===== src/rtl/xdiv_pkg.sv =====
package xdiv_pkg;
  localparam logic [1:0] OP_UWIDE = 2'b00;
  localparam logic [1:0] OP_SWIDE = 2'b01;

  function automatic logic op_is_signed(input logic [1:0] op);
    return op != OP_UWIDE;
  endfunction

  function automatic logic op_is_short(input logic [1:0] op);
    return op[1];
  endfunction
endpackage


===== src/rtl/xdiv_prep.sv =====
module xdiv_prep import xdiv_pkg::*; #(
  parameter int W = 16
) (
  input  logic [1:0]     op,
  input  logic [W-1:0]   hi,
  input  logic [W-1:0]   lo,
  input  logic [W-1:0]   dvs,
  output logic [2*W-1:0] mag_dvd,
  output logic [W-1:0]   mag_dvs,
  output logic           neg_dvd,
  output logic           neg_q,
  output logic           dvs_zero
);
  logic [2*W-1:0] dvd_raw;
  logic           neg_dvs;

  always_comb begin
    dvd_raw  = op_is_short(op) ? {{W{lo[W-1]}}, lo} : {hi, lo};
    neg_dvd  = op_is_signed(op) & dvd_raw[2*W-1];
    neg_dvs  = op_is_signed(op) & dvs[W-1];
    mag_dvd  = neg_dvd ? -dvd_raw : dvd_raw;
    mag_dvs  = neg_dvs ? -dvs : dvs;
    neg_q    = neg_dvd ^ neg_dvs;
    dvs_zero = (dvs == '0);
  end
endmodule


===== src/rtl/xdiv_step.sv =====
module xdiv_step #(
  parameter int W = 16
) (
  input  logic [W-1:0]   rem,
  input  logic [2*W-1:0] quo,
  input  logic [W-1:0]   dvs,
  output logic [W-1:0]   rem_n,
  output logic [2*W-1:0] quo_n
);
  logic [W:0] shifted;
  logic [W:0] trial;
  logic       fits;

  always_comb begin
    shifted = {rem, quo[2*W-1]};
    trial   = shifted - {1'b0, dvs};
    fits    = ~trial[W];
    rem_n   = fits ? trial[W-1:0] : shifted[W-1:0];
    quo_n   = {quo[2*W-2:0], fits};
  end
endmodule


===== src/rtl/xdiv_fix.sv =====
module xdiv_fix import xdiv_pkg::*; #(
  parameter int W = 16
) (
  input  logic [1:0]     op,
  input  logic [2*W-1:0] mag_q,
  input  logic [W-1:0]   mag_r,
  input  logic           neg_q,
  input  logic           neg_r,
  output logic [W-1:0]   q_w,
  output logic [W-1:0]   r_w,
  output logic           zf,
  output logic           nf,
  output logic           vf
);
  localparam logic [2*W-1:0] LIM = {{W{1'b0}}, 1'b1, {(W-1){1'b0}}};

  always_comb begin
    q_w = neg_q ? -mag_q[W-1:0] : mag_q[W-1:0];
    r_w = neg_r ? -mag_r : mag_r;
    zf  = (mag_q == '0);
    nf  = q_w[W-1];
    if (op_is_signed(op))
      vf = neg_q ? (mag_q > LIM) : (mag_q >= LIM);
    else
      vf = |mag_q[2*W-1:W];
  end
endmodule


===== src/rtl/xdiv_unit.sv =====
module xdiv_unit import xdiv_pkg::*; #(
  parameter int W = 16
) (
  input  logic         clk,
  input  logic         rst,
  input  logic         start,
  input  logic [1:0]   op,
  input  logic [W-1:0] y_in,
  input  logic [W-1:0] d_in,
  input  logic [W-1:0] x_in,
  output logic         busy,
  output logic         done,
  output logic [W-1:0] quo_out,
  output logic [W-1:0] rem_out,
  output logic         y_we,
  output logic         x_we,
  output logic         d_we,
  output logic [3:0]   flg_out,
  output logic [3:0]   flg_we
);
  localparam int STEPS = 2 * W;
  localparam int CW    = $clog2(STEPS + 1);

  logic [CW-1:0]  cnt;
  logic [1:0]     op_q;
  logic [W-1:0]   rem_q, dvs_q;
  logic [2*W-1:0] quo_q;
  logic           negq_q, negr_q, dz_q;

  logic [2*W-1:0] p_dvd;
  logic [W-1:0]   p_dvs;
  logic           p_negd, p_negq, p_zero;
  logic [W-1:0]   s_rem;
  logic [2*W-1:0] s_quo;
  logic [W-1:0]   f_q, f_r;
  logic           f_z, f_n, f_v;

  xdiv_prep #(.W(W)) u_prep (
    .op(op), .hi(y_in), .lo(d_in), .dvs(x_in),
    .mag_dvd(p_dvd), .mag_dvs(p_dvs), .neg_dvd(p_negd),
    .neg_q(p_negq), .dvs_zero(p_zero)
  );

  xdiv_step #(.W(W)) u_step (
    .rem(rem_q), .quo(quo_q), .dvs(dvs_q),
    .rem_n(s_rem), .quo_n(s_quo)
  );

  xdiv_fix #(.W(W)) u_fix (
    .op(op_q), .mag_q(quo_q), .mag_r(rem_q),
    .neg_q(negq_q), .neg_r(negr_q),
    .q_w(f_q), .r_w(f_r), .zf(f_z), .nf(f_n), .vf(f_v)
  );

  always_ff @(posedge clk) begin
    if (rst) begin
      busy    <= 1'b0;
      done    <= 1'b0;
      cnt     <= '0;
      op_q    <= '0;
      rem_q   <= '0;
      quo_q   <= '0;
      dvs_q   <= '0;
      negq_q  <= 1'b0;
      negr_q  <= 1'b0;
      dz_q    <= 1'b0;
      quo_out <= '0;
      rem_out <= '0;
      y_we    <= 1'b0;
      x_we    <= 1'b0;
      d_we    <= 1'b0;
      flg_out <= '0;
      flg_we  <= '0;
    end else begin
      done   <= 1'b0;
      y_we   <= 1'b0;
      x_we   <= 1'b0;
      d_we   <= 1'b0;
      flg_we <= '0;
      if (!busy) begin
        if (start) begin
          busy   <= 1'b1;
          cnt    <= '0;
          op_q   <= op;
          rem_q  <= '0;
          quo_q  <= p_dvd;
          dvs_q  <= p_dvs;
          negq_q <= p_negq;
          negr_q <= p_negd;
          dz_q   <= p_zero;
        end
      end else if (cnt != CW'(STEPS)) begin
        rem_q <= s_rem;
        quo_q <= s_quo;
        cnt   <= cnt + 1'b1;
      end else begin
        busy <= 1'b0;
        done <= 1'b1;
        if (dz_q) begin
          flg_we  <= 4'b0001;
          flg_out <= {flg_out[3:1], 1'b1};
        end else begin
          flg_we  <= 4'b1111;
          flg_out <= {f_n, f_z, f_v, 1'b0};
          quo_out <= f_q;
          rem_out <= f_r;
          d_we    <= 1'b1;
          if (op_is_short(op_q)) x_we <= 1'b1;
          else                   y_we <= 1'b1;
        end
      end
    end
  end

  AST_QUIET_WHEN_IDLE: assert property (@(posedge clk) disable iff (rst)
    !done |-> (!y_we && !x_we && !d_we && flg_we == 4'b0000));

  AST_DONE_ONE_CYCLE: assert property (@(posedge clk) disable iff (rst)
    done |=> !done);

  AST_BUSY_ENDS_WITH_DONE: assert property (@(posedge clk) disable iff (rst)
    $fell(busy) |-> done);

  AST_START_IGNORED: assert property (@(posedge clk) disable iff (rst)
    (busy && cnt != CW'(STEPS)) |=> (busy && !done));

  AST_ONE_QUOTIENT_DEST: assert property (@(posedge clk) disable iff (rst)
    done |-> !(y_we && x_we));

  AST_REM_SIGN: assert property (@(posedge clk) disable iff (rst)
    (done && d_we && op_is_signed(op_q) && rem_out != '0) |-> (rem_out[W-1] == negr_q));

  AST_ZERO_DIVISOR: assert property (@(posedge clk) disable iff (rst)
    (done && !flg_we[2]) |-> (flg_we == 4'b0001 && flg_out[0] && !y_we && !x_we && !d_we));

  AST_CARRY_CLEAR: assert property (@(posedge clk) disable iff (rst)
    (done && flg_we[2]) |-> (!flg_out[0] && d_we));
endmodule


===== config.mk =====
export PLATFORM = sky130hd
export DESIGN_NAME = xdiv_unit
export DESIGN_NICKNAME = d
export VERILOG_FILES = /design/src/rtl/xdiv_pkg.sv /design/src/rtl/xdiv_prep.sv /design/src/rtl/xdiv_step.sv /design/src/rtl/xdiv_fix.sv /design/src/rtl/xdiv_unit.sv
export SDC_FILE = /design/constraint.sdc
export NUM_CORES = 1
export LEC_CHECK = 0
export BUFFER_PORTS_ARGS = -buffer_cell sky130_fd_sc_hd__buf_2
export CORE_UTILIZATION = 60
export DETAILED_ROUTE_END_ITERATION = 12
export HOLD_SLACK_MARGIN = 0.1
export PLACE_DENSITY = 0.83
export SETUP_SLACK_MARGIN = 0.5
export SLEW_MARGIN = 20
export SYNTH_ARGS = -nofsm -noshare
export SYNTH_HDL_FRONTEND = slang
export SYNTH_SLANG_ARGS = --single-unit

===== constraint.sdc =====
create_clock -name clk -period 3.8 [get_ports clk]
set_input_delay 0.76 -clock clk [delete_from_list [all_inputs] [get_ports clk]]
set_output_delay 0.76 -clock clk [all_outputs]
set_load 0.01 [all_outputs]

* Word level (Yosys, flattened, before mapping)
Index checks and enable logic that the tools add are counted.
Storage, ports and cells: register bits 120, word-level logic and storage cells 74, output and inout port bits 45, bits of input ports 53
Operators by class: bitwise gates (word level) 7, reductions and logical operators 13, multiplexer cells 26, order comparisons 2, $add $sub $neg 6, equality and inequality tests 2
Operator list (number):
- 32-bit 2-to-1 mux | 5
- 16-bit 2-to-1 mux | 7
- 16-bit negator | 3
- 32-bit by 16-bit greater-or-equal comparator with 1-bit output, second input constant | 1
- 32-bit by 16-bit > comparator with 1-bit output, second input constant | 1
- 32-bit logical NOT | 1
- 32-bit negator | 1
- 6-bit 2-to-1 mux | 3
- 17-bit by 16-bit subtractor with 17-bit output | 1
- 16-bit logical NOT | 1
- 16-bit OR reduction | 1
- 1-bit 2-to-1 mux | 10
- 6-bit by 1-bit adder with 6-bit output, second input constant | 1
- 6-bit inequality test, second input constant | 1
- 2-bit AND reduction | 3
- 2-bit nonzero test | 3
- 4-bit 2-to-1 mux | 1
- 1-bit inverter | 4
- 4-bit OR reduction | 1
- 3-bit AND reduction | 1
- 3-bit OR reduction | 1
- 1-bit bitwise AND | 2
- 2-bit by 1-bit inequality test with 1-bit output, second input constant | 1
- 2-bit OR reduction | 1
- 1-bit bitwise XOR | 1

* Longest topological paths before layout
depth after elaboration 5, gate-level depth with buffers 11, mapped depth without buffers 10

* Modules after synthesis
Synthesis repeated with hierarchy kept, for this count alone.
Unflattened totals: cell total of the unflattened synthesis 1050, area total of the unflattened synthesis 8383.0 um^2
Modules (own cells, without submodules):
- xdiv_unit | cells an instance 597, times used 1, sequential area each 2342.2 um^2, area each 5158.7 um^2
- xdiv_step | cells an instance 160, times used 1, sequential area each 0.0 um^2, area each 1249.9 um^2
- xdiv_prep | cells an instance 192, times used 1, sequential area each 0.0 um^2, area each 1244.9 um^2
- xdiv_fix | cells an instance 101, times used 1, sequential area each 0.0 um^2, area each 729.4 um^2

* Least setup slack after synthesis
OpenSTA, ideal clock, no wires.
path type register to register, start reg quo_q[31], end reg rem_q[4], path slack 1.295 ns, buffers on the path 1, data arrival time 2.386 ns, data required time 3.680 ns, setup time 0.120 ns, stages on the path, launching flop included 12, clock period less this slack 2.505 ns, cell sequence dfxtp_1 > inv_1 > ha_1 > fa_1 > nand2b_1 > a211oi_2 > o21ai_1 > a32oi_2 > xnor2_2 > buf_2 > nor4_1 > a211o_1
On the way: cells in the longest elaborated chain, start to end 4
RTL lines:
- start, declared | RTL line xdiv_unit.sv:27 | logic [2*W-1:0] quo_q;
- start signal, assigned | RTL line xdiv_unit.sv:86 | quo_q <= p_dvd;
- start signal, assigned | RTL line xdiv_unit.sv:94 | quo_q <= s_quo;
- 17-bit by 16-bit subtractor with 17-bit output | RTL line xdiv_step.sv:16 | trial = shifted - {1'b0, dvs};
- 16-bit 2-to-1 mux | RTL line xdiv_step.sv:18 | rem_n = fits ? trial[W-1:0] : shifted[W-1:0];
- 16-bit 2-to-1 mux | RTL line xdiv_unit.sv:92 | end else if (cnt != CW'(STEPS)) begin
- 16-bit 2-to-1 mux | RTL line xdiv_unit.sv:80 | if (!busy) begin
- end signal, assigned | RTL line xdiv_unit.sv:93 | rem_q <= s_rem;
- end, declared | RTL line xdiv_unit.sv:26 | logic [W-1:0] rem_q, dvs_q;
Every way passes these cells. The select of a mux whose other input is x is not followed. A chain may end at the register's enable or synchronous reset.

* Worst setup path in the final report
start reg rem_q[0], end reg rem_q[4]
On the way: cells in the longest elaborated chain, start to end 4
RTL lines (RTL line):
- 17-bit by 16-bit subtractor with 17-bit output | xdiv_step.sv:16
- 16-bit 2-to-1 mux | xdiv_step.sv:18
- 16-bit 2-to-1 mux | xdiv_unit.sv:92
- 16-bit 2-to-1 mux | xdiv_unit.sv:80
Every way passes these cells. The select of a mux whose other input is x is not followed.

==> impl_metrics.toml <==
[outcome]
status = "completed"

[clock_network]
clkSinkCount = 116
clk_path_buf_depth = 2
post_cts_resized = 0
post_cts_buffers = 0
cts_root_buf = "clkbuf_16"
clkTransAtPathRegs_ps = 60
htreeDepth = 4
clk_latency_ps = 410
ctsHoldBuffers = 0
cts_tree = "built"
cts_buffers = 17

[logic_synthesis]
synth_common_cells = "nand2_1, dfxtp_1, nor2_1"
synth_seq_cells = 116
syn_inst = 906
synth.area.mux_share_pct = 2.121
yosys-top-cells-area = "dfxtp_1, nand2_1, a21oi_1, xor2_1, nor2_1"
synth_compound_area_share_pct = 24.82
synth.cell_area_sq_mm = 0.007078
synthArstFlopShare_pct = 0
synth_edf_count = 0
yosysTopAreaCell = "dfxtp_1"
synth-xor-area-share_pct = 9.634
ys_seq_area_share_pct = 32.81
synth_nets = 982
synth.distinct_cells = 71
synth_top_area_share_pct = 32.81
synth_fa_ha_area_share_pct = 4.172
synth_most_common_cell = "nand2_1"
synth_top_family_by_area = "compound AO/OA/AOI/OAI gates"
synthSimpleGateAreaFrac_pct = 21.41
synth-main-ff-cell = "dfxtp_1"
avgSynthCellArea_sq_um = 7.812
ys_warn_count = 0

[floorplanning]
rows = 39
die-area_sq_mm = 0.01223
ioPinCount = 98
die_w_um = 110.6
start_util_pct = 61.72
core-area_sq_mm = 0.01147
die-height_um = 110.6

[route]
drc = 0
via_per_inst = 6.142
wl_per_cell_um = 16.18
via_count = 6971
antenna_left = 0
routed_wl_um = 18370
drt_iter0_markers = 600
first_pass_iters = 5

[final_layout]
syn2layout_area_growth_pct = 17.02
drive_above_1_share_pct = 17.04
seqCellArea_sq_mm = 0.002322
multi_input_area_sq_mm = 0.004433
diodes = 0
nFillCells = 907
final_nets = 1055
postLayoutCoreUtil_pct = 72.23
stdcell_count = 1135

[run]
drv_cap = 0

[worst_setup_path]
critPathKind = "register to register"
cp-start-kind = "register"
cp-end-kind = "register"
cp_slowest_cell = "dfxtp_1"
critical-path-top-delay-family = "compound AO/OA/AOI/OAI gates"
cp_slowest_stage_delay_ps = 490
path_max_fanout = 22
worst-path-buf-inv = 1
cp.arrival_ps = 3230
crit_chain = "inv_1, fa_1, nand2b_1, a211oi_2, o21ai_1, a32oi_2, xnor2_4, and3_1, a211o_1"
cp_data_required_time_ps = 4100

[sta]
min_period_ps = 2930
rsz0062_at_grt = "no"
relSlewSlack_pct = 25.81
drv_slew = 0
skew_ps = 7.882
fmax_ghz = 0.3413
setup_viol = 0
hold_viol_final = 0
setup_tns_ps = 0
period_share_pct = 77.11
worstMarginPinSlew_ps = 1101

[power_and_ir_drop]
total_power_uw = 4111
cellLeakagePower_uw = 0.003396
peakVddDrop_mv = 0.3839
powerDensity_mw_per_mm2 = 496.4

[grt]
grt_pass1_vias = 6208
overflow = 0
grt_max_degree = 69
grt_antenna_before_repair = 0
grt_pass1_wl_um = 30280
grt_usage_pct = 30.05

[placed_design]
numPortBuffers = 97
numPlacedInstances = 1103
detailed_place_hpwl_um = 13140
gp_congestion = 0.9283

[worst_hold_path]
hold_class = "register to register"
==> final timing paths <==
path | start | end | slack (ps) | cells past startpoint
worst min-delay path | rem_out[7]$_SDFFE_PP0P_ | rem_out[7]$_SDFFE_PP0P_ | 450 | 2
worst min register to register | rem_out[7]$_SDFFE_PP0P_ | rem_out[7]$_SDFFE_PP0P_ | 450 | 2
worst max register to register | rem_q[0]$_SDFFE_PP0P_ | rem_q[4]$_SDFFE_PP0P_ | 870 | 9
worst max-delay path | rem_q[0]$_SDFFE_PP0P_ | rem_q[4]$_SDFFE_PP0P_ | 870 | 9
==> power by group <==
| group | total, uW | switching (uW) | internal (uW) | leakage [uW] |
|---|---|---|---|---|
| Clock | 1770 | 599 | 1170 | 0.000315 |
| Combinational | 961 | 560 | 401 | 0.00214 |
| Sequential | 1380 | 95.6 | 1290 | 0.000944 |
| Total | 4110 | 1250 | 2860 | 0.00340 |
==> metal layers <==
layer / GRT usage, % / vias to the layer above / share of wire, % / routed length (um)
li1: - / 3408 / - / -
met1: 41.06 / 3279 / 46 / 8507
met2: 48.24 / 260 / 47 / 8543
met3: 5.324 / 24 / 6.0 / 1095
met4: 9.244 / 0 / 1.2 / 223
met5: 0 / - / 0 / 0
==> worst register-to-register path, stage by stage, from the launching register on <==
cell,delay [ps]
dfxtp_1,490
inv_1,160
fa_1,440
nand2b_1,220
a211oi_2,250
o21ai_1,180
a32oi_2,320
xnor2_4,270
and3_1,290
a211o_1,210
==> cell usage in the layout, fill, tap and decap left out, drive strengths merged, types with 14 or more instances in the layout <==
cell      n
ha       22
inv      35
nor3     19
xnor2    37
a211oi   41
nand2   120
nor2     90
mux2i    15
clkbuf   17
xor2     40
dfxtp   116
o21ai    63
nand3    17
buf     109
o31ai    18
or3      14
a21oi    71
==> cell type report <==
class	count	share of cell area, %
Timing Repair Buffer	109	6.949
Clock inverter	15	2.749
Multi-Input combinational cell	703	53.52
Inverter	32	1.450
Sequential cell	116	28.04
Clock buffer	17	5.136
Tap cell	143	2.160
==> cell families (layout without fill, tap and decap cells) <==
family	count (synthesis)	count (layout)
DFF	116	116
AOI/OAI and AO/OA	269	269
buffers and inverters	87	173
and+or+nand+nor	319	319
adders and majority gates	23	23
xor gates and xnor gates	77	77
muxes	15	15
==> stage by stage <==
stage	hold WS, ps	instance area, sq um	setup slack [ps]
finish	447.8	8283	870.0
global route	473.4	8283	689.1
CTS	450.5	8269	694.9
detailed placement	444.4	7616	737.5
global placement	440.6	7616	860.4
floorplan	431.9	7078	1295
==> registers in the layout, summed over array words and instances (netlist names) <==
register	cells
busy	1
cnt	6
done	1
dvs_q	16
dz_q	1
flg_out	3
flg_we	2
negq_q	1
negr_q	1
op_q	2
quo_out	16
quo_q	32
rem_out	16
rem_q	16
x_we	1
y_we	1
Power figures use the tool's default switching activity.
